File: src/rtl/wacc_pkg.sv
// Package wacc_pkg
// Shared operation codes and op-class helpers for the width-selectable
// accumulator. Assumes a 5-bit operation code; unlisted codes act as no-op.
package wacc_pkg;

    typedef enum logic [4:0] {
        OP_NOP   = 5'd0,
        OP_CLR   = 5'd1,
        OP_SET   = 5'd2,
        OP_PULL  = 5'd3,
        OP_LOAD  = 5'd4,
        OP_STORE = 5'd5,
        OP_OR    = 5'd6,
        OP_AND   = 5'd7,
        OP_XOR   = 5'd8,
        OP_INC   = 5'd9,
        OP_DEC   = 5'd10,
        OP_SHL   = 5'd11,
        OP_SHR   = 5'd12,
        OP_ROTL  = 5'd13,
        OP_ROTR  = 5'd14,
        OP_SWAP  = 5'd15,
        OP_XIN   = 5'd16,
        OP_XOUT  = 5'd17
    } op_e;

    // True for operations whose accumulator write follows the width flag.
    function automatic logic op_sized_write(input op_e op);
        return op inside {OP_LOAD, OP_OR, OP_AND, OP_XOR, OP_INC, OP_DEC,
                          OP_SHL, OP_SHR, OP_ROTL, OP_ROTR};
    endfunction

    // True for operations that produce a carry.
    function automatic logic op_shifts(input op_e op);
        return op inside {OP_SHL, OP_SHR, OP_ROTL, OP_ROTR};
    endfunction

endpackage

File: src/rtl/wacc_opunit.sv
// Module wacc_opunit
// Combinational result unit for one operand width. Computes the new value
// and carry-out of every width-aware operation. Assumes the caller picks
// the width variant; for non-arithmetic codes the operand passes through.
module wacc_opunit
    import wacc_pkg::*;
#(
    parameter int WIDTH = 8
) (
    input  op_e              op_i,
    input  logic [WIDTH-1:0] a_i,
    input  logic [WIDTH-1:0] d_i,
    input  logic             c_i,
    output logic [WIDTH-1:0] res_o,
    output logic             c_o
);

    // Result and carry selection for the issued operation.
    always_comb begin
        res_o = a_i;
        c_o   = c_i;
        case (op_i)
            OP_LOAD: res_o = d_i;
            OP_OR:   res_o = a_i | d_i;
            OP_AND:  res_o = a_i & d_i;
            OP_XOR:  res_o = a_i ^ d_i;
            OP_INC:  res_o = a_i + WIDTH'(1);
            OP_DEC:  res_o = a_i - WIDTH'(1);
            OP_SHL: begin
                res_o = {a_i[WIDTH-2:0], 1'b0};
                c_o   = a_i[WIDTH-1];
            end
            OP_SHR: begin
                res_o = {1'b0, a_i[WIDTH-1:1]};
                c_o   = a_i[0];
            end
            OP_ROTL: begin
                res_o = {a_i[WIDTH-2:0], c_i};
                c_o   = a_i[WIDTH-1];
            end
            OP_ROTR: begin
                res_o = {c_i, a_i[WIDTH-1:1]};
                c_o   = a_i[0];
            end
            default: begin
                res_o = a_i;
                c_o   = c_i;
            end
        endcase
    end

endmodule

File: src/rtl/wacc_status.sv
// Module wacc_status
// Processor status byte. Applies mask clear/set, pull, and result flags
// (negative, zero, carry) on a valid operation. Holds the width flag at 1
// on every edge where emulation mode is high. Synchronous active-low reset.
module wacc_status
    import wacc_pkg::*;
#(
    parameter int                STAT_W    = 8,
    parameter int                MFLAG_BIT = 5,
    parameter int                CARRY_BIT = 0,
    parameter int                ZERO_BIT  = 1,
    parameter int                NEG_BIT   = 7,
    parameter logic [STAT_W-1:0] RESET_VAL = 8'h34
) (
    input  logic              clk,
    input  logic              rst_n,
    input  logic              op_valid_i,
    input  op_e               op_i,
    input  logic [STAT_W-1:0] mask_i,
    input  logic              emu_i,
    input  logic              n_i,
    input  logic              z_i,
    input  logic              c_i,
    output logic [STAT_W-1:0] status_o
);

    logic [STAT_W-1:0] status_q;
    logic [STAT_W-1:0] status_d;

    // Next status: the operation's update first, then emulation forcing.
    always_comb begin
        status_d = status_q;
        if (op_valid_i) begin
            case (op_i)
                OP_CLR:  status_d = status_q & ~mask_i;
                OP_SET:  status_d = status_q | mask_i;
                OP_PULL: status_d = mask_i;
                default: begin
                    if (op_sized_write(op_i)) begin
                        status_d[NEG_BIT]  = n_i;
                        status_d[ZERO_BIT] = z_i;
                        if (op_shifts(op_i)) begin
                            status_d[CARRY_BIT] = c_i;
                        end
                    end
                end
            endcase
        end
        if (emu_i) begin
            status_d[MFLAG_BIT] = 1'b1;
        end
    end

    // Status register with synchronous reset to the emulation values.
    always_ff @(posedge clk) begin
        if (!rst_n) begin
            status_q <= RESET_VAL;
        end else begin
            status_q <= status_d;
        end
    end

    assign status_o = status_q;

    // emulation mode leaves the width flag set
    a_r4_emu_forces_flag: assert property (@(posedge clk) disable iff (!rst_n)
        emu_i |=> status_q[MFLAG_BIT]);

    // clear-by-mask with bit 5 in native mode clears the flag
    a_r2_clear_flag: assert property (@(posedge clk) disable iff (!rst_n)
        (op_valid_i && op_i == OP_CLR && mask_i[MFLAG_BIT] && !emu_i)
        |=> !status_q[MFLAG_BIT]);

    // set-by-mask with bit 5 sets the flag
    a_r2_set_flag: assert property (@(posedge clk) disable iff (!rst_n)
        (op_valid_i && op_i == OP_SET && mask_i[MFLAG_BIT])
        |=> status_q[MFLAG_BIT]);

    // idle cycles in native mode leave the status untouched
    a_r12_status_idle: assert property (@(posedge clk) disable iff (!rst_n)
        (!op_valid_i && !emu_i) |=> $stable(status_q));

endmodule

File: src/rtl/wacc_accreg.sv
// Module wacc_accreg
// Accumulator, store/transfer output and width-used registers. Merges the
// narrow or wide result according to the width flag sampled at issue, so
// the upper byte is kept in 8-bit mode. Swap and transfers are always full
// width. Synchronous active-low reset.
module wacc_accreg
    import wacc_pkg::*;
#(
    parameter int DATA_W = 16,
    parameter int HALF_W = DATA_W / 2
) (
    input  logic              clk,
    input  logic              rst_n,
    input  logic              op_valid_i,
    input  op_e               op_i,
    input  logic              narrow_i,
    input  logic [HALF_W-1:0] res_narrow_i,
    input  logic [DATA_W-1:0] res_wide_i,
    input  logic [DATA_W-1:0] data_i,
    output logic [DATA_W-1:0] acc_o,
    output logic [DATA_W-1:0] out_o,
    output logic              width_o
);

    logic [DATA_W-1:0] acc_q;
    logic [DATA_W-1:0] acc_d;
    logic [DATA_W-1:0] out_q;
    logic [DATA_W-1:0] out_d;
    logic              width_q;

    // Next accumulator and output values for the issued operation.
    always_comb begin
        acc_d = acc_q;
        out_d = out_q;
        if (op_valid_i) begin
            if (op_sized_write(op_i)) begin
                acc_d = narrow_i ? {acc_q[DATA_W-1:HALF_W], res_narrow_i} : res_wide_i;
            end else begin
                case (op_i)
                    OP_SWAP:  acc_d = {acc_q[HALF_W-1:0], acc_q[DATA_W-1:HALF_W]};
                    OP_XIN:   acc_d = data_i;
                    OP_STORE: out_d = narrow_i ? {{(DATA_W-HALF_W){1'b0}}, acc_q[HALF_W-1:0]}
                                               : acc_q;
                    OP_XOUT:  out_d = acc_q;
                    default:  acc_d = acc_q;
                endcase
            end
        end
    end

    // Data registers with synchronous reset.
    always_ff @(posedge clk) begin
        if (!rst_n) begin
            acc_q   <= '0;
            out_q   <= '0;
            width_q <= 1'b1;
        end else begin
            acc_q <= acc_d;
            out_q <= out_d;
            if (op_valid_i) begin
                width_q <= narrow_i;
            end
        end
    end

    assign acc_o   = acc_q;
    assign out_o   = out_q;
    assign width_o = width_q;

    // a narrow write keeps the upper byte
    a_r5_upper_kept: assert property (@(posedge clk) disable iff (!rst_n)
        (op_valid_i && narrow_i && op_sized_write(op_i))
        |=> $stable(acc_q[DATA_W-1:HALF_W]));

    // half swap exchanges the two halves whatever the width
    a_r10_swap_full: assert property (@(posedge clk) disable iff (!rst_n)
        (op_valid_i && op_i == OP_SWAP)
        |=> (acc_q[DATA_W-1:HALF_W] == $past(acc_q[HALF_W-1:0]))
            && (acc_q[HALF_W-1:0] == $past(acc_q[DATA_W-1:HALF_W])));

    // idle cycles leave the data registers untouched
    a_r12_data_idle: assert property (@(posedge clk) disable iff (!rst_n)
        !op_valid_i |=> ($stable(acc_q) && $stable(out_q) && $stable(width_q)));

endmodule

File: src/rtl/wacc_core.sv
// Module wacc_core
// Top of the width-selectable accumulator. Builds a narrow and a wide
// result unit in parallel and selects flags and result by the width flag
// held in the status register. Assumes one operation per valid strobe and
// that results are visible one clock after issue.
module wacc_core
    import wacc_pkg::*;
#(
    parameter int                DATA_W       = 16,
    parameter int                STAT_W       = 8,
    parameter int                MFLAG_BIT    = 5,
    parameter int                CARRY_BIT    = 0,
    parameter int                ZERO_BIT     = 1,
    parameter int                NEG_BIT      = 7,
    parameter logic [STAT_W-1:0] RESET_STATUS = 8'h34
) (
    input  logic              clk,
    input  logic              rst_n,
    input  logic              op_valid,
    input  logic [4:0]        op_code,
    input  logic [STAT_W-1:0] op_mask,
    input  logic [DATA_W-1:0] op_data,
    input  logic              emu_mode,
    output logic [STAT_W-1:0] status,
    output logic [DATA_W-1:0] acc,
    output logic [DATA_W-1:0] out_data,
    output logic              width_used
);

    localparam int HALF_W = DATA_W / 2;

    op_e               op;
    logic              narrow;
    logic [HALF_W-1:0] res_narrow;
    logic [DATA_W-1:0] res_wide;
    logic [1:0]        var_c;
    logic              sel_n;
    logic              sel_z;
    logic              sel_c;

    assign op     = op_e'(op_code);
    assign narrow = status[MFLAG_BIT];

    // One result unit per operand width: variant 0 narrow, variant 1 wide.
    for (genvar v = 0; v < 2; v++) begin : g_var
        localparam int VW = (v == 0) ? HALF_W : DATA_W;
        logic [VW-1:0] r;
        wacc_opunit #(.WIDTH(VW)) u_op (
            .op_i  (op),
            .a_i   (acc[VW-1:0]),
            .d_i   (op_data[VW-1:0]),
            .c_i   (status[CARRY_BIT]),
            .res_o (r),
            .c_o   (var_c[v])
        );
        if (v == 0) begin : g_lo
            assign res_narrow = r;
        end else begin : g_hi
            assign res_wide = r;
        end
    end

    // Flag sources taken from the active-width result.
    always_comb begin
        if (narrow) begin
            sel_n = res_narrow[HALF_W-1];
            sel_z = (res_narrow == '0);
            sel_c = var_c[0];
        end else begin
            sel_n = res_wide[DATA_W-1];
            sel_z = (res_wide == '0);
            sel_c = var_c[1];
        end
    end

    wacc_status #(
        .STAT_W    (STAT_W),
        .MFLAG_BIT (MFLAG_BIT),
        .CARRY_BIT (CARRY_BIT),
        .ZERO_BIT  (ZERO_BIT),
        .NEG_BIT   (NEG_BIT),
        .RESET_VAL (RESET_STATUS)
    ) u_status (
        .clk        (clk),
        .rst_n      (rst_n),
        .op_valid_i (op_valid),
        .op_i       (op),
        .mask_i     (op_mask),
        .emu_i      (emu_mode),
        .n_i        (sel_n),
        .z_i        (sel_z),
        .c_i        (sel_c),
        .status_o   (status)
    );

    wacc_accreg #(
        .DATA_W (DATA_W),
        .HALF_W (HALF_W)
    ) u_accreg (
        .clk          (clk),
        .rst_n        (rst_n),
        .op_valid_i   (op_valid),
        .op_i         (op),
        .narrow_i     (narrow),
        .res_narrow_i (res_narrow),
        .res_wide_i   (res_wide),
        .data_i       (op_data),
        .acc_o        (acc),
        .out_o        (out_data),
        .width_o      (width_used)
    );

    // the reported width is the flag before the issued operation
    a_r11_width_at_issue: assert property (@(posedge clk) disable iff (!rst_n)
        op_valid |=> (width_used == $past(status[MFLAG_BIT])));

endmodule

File: config.mk
export PLATFORM = sky130hd
export DESIGN_NAME = wacc_core
export DESIGN_NICKNAME = d
export VERILOG_FILES = /design/src/rtl/wacc_pkg.sv /design/src/rtl/wacc_opunit.sv /design/src/rtl/wacc_status.sv /design/src/rtl/wacc_accreg.sv /design/src/rtl/wacc_core.sv
export SDC_FILE = /design/constraint.sdc
export NUM_CORES = 1
export LEC_CHECK = 0
export BUFFER_PORTS_ARGS = -buffer_cell sky130_fd_sc_hd__buf_2
export CAP_MARGIN = 20
export CORE_ASPECT_RATIO = 1.4
export CORE_UTILIZATION = 47
export DETAILED_ROUTE_END_ITERATION = 8
export GPL_ROUTABILITY_DRIVEN = 0
export PLACE_DENSITY = 0.71
export SETUP_SLACK_MARGIN = 0.5
export SLEW_MARGIN = 40
export SYNTH_ARGS = -nofsm -noshare
export SYNTH_HDL_FRONTEND = slang
export SYNTH_SLANG_ARGS = --single-unit
export TNS_END_PERCENT = 1
File: constraint.sdc
create_clock -name clk -period 3.4 [get_ports clk]
set_clock_uncertainty 0.2 [all_clocks]
set_input_delay 0.34 -clock clk [delete_from_list [all_inputs] [get_ports clk]]
set_output_delay 0.34 -clock clk [all_outputs]
set_load 0.05 [all_outputs]
==> results.ini <==
[run_status]
status = complete, no violations

[setup_path]
cp-end-kind = register
crit_type = input pin to register
slowest_delay_ns = 0.54
rr_startpoint = u_accreg.acc_o[1]$_SDFFE_PN0P_
critPathLaunch = op_code[1]
cp-start-kind = input pin
cp_slowest_cell = or4_4
crit_fanout = 7
worstPathCellList = buf_2 > nor2b_2 > nand2_4 > clkinv_8 > ha_4 > o21ai_1 > o211a_1 > o31ai_4 > nand2_2 > o2bb2ai_2 > nand4_1 > o211ai_1 > or4_4 > a221oi_2
critPathArrivalTime_ns = 3.15
required_ns = 3.40

[global_routing]
track_usage_pct = 35.0
grt_pass1_wl_mm = 25.3
antenna_found_initial = 0
grt_pass1_vias = 5193
grt_overflow = 0
grt_max_degree = 42

[layout]
syn2layout_area_growth_pct = 31.2
seqCellArea_um2 = 828
nFillCells = 785
nNetsFinal = 779
multi_input_area_um2 = 3360
drive_above_1_share_pct = 28.1
final-instance-count-excl-fill = 805
diodes = 0

[drt]
vias_per_cell = 6.48
drtIter0Drc = 652
drt-total-wl_mm = 15.8
drc_errors = 0
wire_per_inst_um = 19.6
first_pass_iters = 7
ant_nets = 0
via_count = 5213

[clock_network]
cts_tree = built
cts-root-buf = clkbuf_16
clkSlewWorstSetupHoldPaths_ns = 0.06
cts.sink_count = 41
clock_latency_ns = 0.29
cts_buffers = 5
htree_num_levels = 2
clock_path_buffers = 2

[power]
p_int_mw = 1.03
worst_ir_drop_vdd_mv = 0.253
power_density_nw_per_um2 = 280
p_comb_share_pct = 31.6
pwr-share-clk_pct = 35.7
power_leakage_nw = 2.47
seq_power_share_pct = 32.7
swShare_pct = 34.3
switchingPower_mw = 0.537

[die]
io_pins = 74
die_x_um = 82.5
die_area_um2 = 9470
die_h_um = 115
num_rows = 40
fp.coreArea_um2 = 8710
initial_core_util_pct = 49.0

[timing]
slew_headroom_pct = 41.0
max_freq_ghz = 0.318
period_minus_slack_ns = 3.14
slew_viol_final = 0
rsz0062_at_grt = yes
setup_violations = 0
fin_ws_ns = 0.255
worstMarginPinSlew_ns = 0.883
hold_violations = 0
fin_crit_sh_pct = 92.5

[job]
maxCapViolCount = 0

[yosys]
yosys-top-cells-area = dfxtp_1, ha_1, a21oi_1
netlist_instances = 580
syn-cell-area_um2 = 4270
avgSynthCellArea_um2 = 7.36
ys_ff_latch = 41
synth_area_leader_cell = dfxtp_1
synth-main-ff-cell = dfxtp_1
netlist.area_leader.share_pct = 19.2
async_flop_share_pct = 0
syn_nets = 660
yosysWarnings = 0
synth-seq-area-share_pct = 19.2
synth_edf_count = 0
ys_types = 72

[min_path]
hp-start = emu_mode
hold_class = input pin to register

[placed_design]
dp.cells = 791
pre_cts_slack_ns = -0.202
io_buffers = 73
post-dp-hpwl_mm = 11.8

-- per-layer routing --
metal  up-vias  routed length [um]  track usage (%)
met5         -                   0                0
met4         0                1130             25.7
met3        94                1310             5.95
met2       332                7260             55.6
met1      2399                6080             41.7
li1       2388                   -                -
-- power by group through the flow --
stage	Combinational (mW)	Sequential, mW	Clock, mW
floorplan	0.232	0.582	0
global placement	0.453	0.522	0
detailed placement	0.467	0.522	0
CTS	0.481	0.511	0.567
global route	0.532	0.514	0.581
finish	0.495	0.512	0.559
-- placed cells by master, fill, tap and decap left out, types with 7 or more instances in the layout --
| cell | synthesis | final |
|---|---|---|
| a21oi_1 | 57 | 54 |
| a221oi_1 | 7 | 7 |
| a222oi_1 | 8 | 8 |
| a22oi_1 | 17 | 17 |
| buf_2 | 3 | 73 |
| buf_4 | 3 | 75 |
| dfxtp_1 | 41 | 39 |
| ha_1 | 46 | 37 |
| ha_4 | 0 | 9 |
| inv_1 | 40 | 40 |
| nand2_1 | 61 | 59 |
| nand2b_1 | 9 | 8 |
| nand3_1 | 22 | 22 |
| nor2_1 | 38 | 38 |
| nor2b_1 | 18 | 17 |
| o211a_1 | 8 | 8 |
| o211ai_1 | 10 | 10 |
| o21ai_0 | 37 | 32 |
-- cell usage after synthesis, types with 3 or more instances --
cell type and number:
a211oi_1 6, a21boi_0 6, a21o_1 4, a21oi_1 57, a221oi_1 7, a222oi_1 8, a22o_1 3, a22oi_1 17
a2bb2oi_1 3, a311oi_1 4, a32oi_1 4, and3_1 6, buf_2 3, buf_4 3, clkbuf_1 27, dfxtp_1 41
ha_1 46, inv_1 40, mux2i_1 6, nand2_1 61, nand2b_1 9, nand3_1 22, nor2_1 38, nor2b_1 18
nor3_1 7, nor4_1 4, o2111ai_1 4, o211a_1 8, o211ai_1 10, o21a_1 3, o21ai_0 37, o221ai_1 3
o22ai_1 3, or3_1 3, or4_1 3, xnor2_1 5, xor2_1 4
-- cell type report --
class / instances / share of cell area (%)
multi-input cells: 461 / 60.1
flip-flops and latches: 41 / 14.8
clock inverters: 3 / 0.804
inverters: 41 / 2.97
clock buffers: 5 / 2.23
repair inverters: 1 / 0.201
repair buffers: 148 / 16.6
well taps: 105 / 2.35
-- sequential cells by signal, summed over array words and instances, names as in the netlist --
signal             count
u_accreg.acc_o        16
u_accreg.out_o        16
u_status.status_o      8
u_accreg.width_o       1
-- cells by family after synthesis --
| kind of cell | count (synthesis) | share of synthesized area [%] |
|---|---|---|
| DFF | 41 | 19.2 |
| xor gates and xnor gates | 9 | 1.85 |
| and+or+nand+nor | 192 | 22.5 |
| AOI/OAI and AO/OA | 206 | 33.2 |
| buffers and inverters | 78 | 7.56 |
| muxes | 7 | 1.67 |
| adders and majority gates | 47 | 14.0 |
-- path summary, 6_finish.rpt --
path	slack [ns]	end	cells after the start
worst max-delay path	0.26	u_status.status_o[1]$_SDFFE_PN0P_	14
worst min-delay path	0.04	u_status.status_o[5]$_SDFFE_PP1P_	2
worst max register to register	0.32	u_status.status_o[1]$_SDFFE_PN0P_	11
worst min register to register	0.27	u_accreg.out_o[7]$_SDFFE_PN0P_	2
-- worst max-delay path, delay by kind of cell --
family | cells | cell delay [ns]
AOI/OAI and AO/OA | 6 | 1.21
adders and majority gates | 1 | 0.29
buffers and inverters | 2 | 0.22
and+or+nand+nor | 5 | 1.08
-- stage by stage --
step / util, % / TNS, ns / hold slack (ns) / total power [mW] / area [um^2]
detailed placement: 60.9 / -0.202 / 0.262 / 0.989 / 5300
finish: 64.3 / 0 / 0.0401 / 1.57 / 5600
global route: 64.3 / 0 / 0.0471 / 1.63 / 5600
global placement: 60.9 / -0.0590 / 0.256 / 0.976 / 5300
CTS: 63.9 / 0 / 0.0339 / 1.56 / 5570
floorplan: - / 0 / 0.250 / 0.813 / 4440
-- timing repair --
item	4_1_cts	5_1_grt
gates cloned	1	0
buffers inserted	4	1
endpoints found under the setup margin	2	4
hold buffers	0	0
pin swaps	9	9
gates resized for setup	18	4
(Power assumes the default switching activity.)
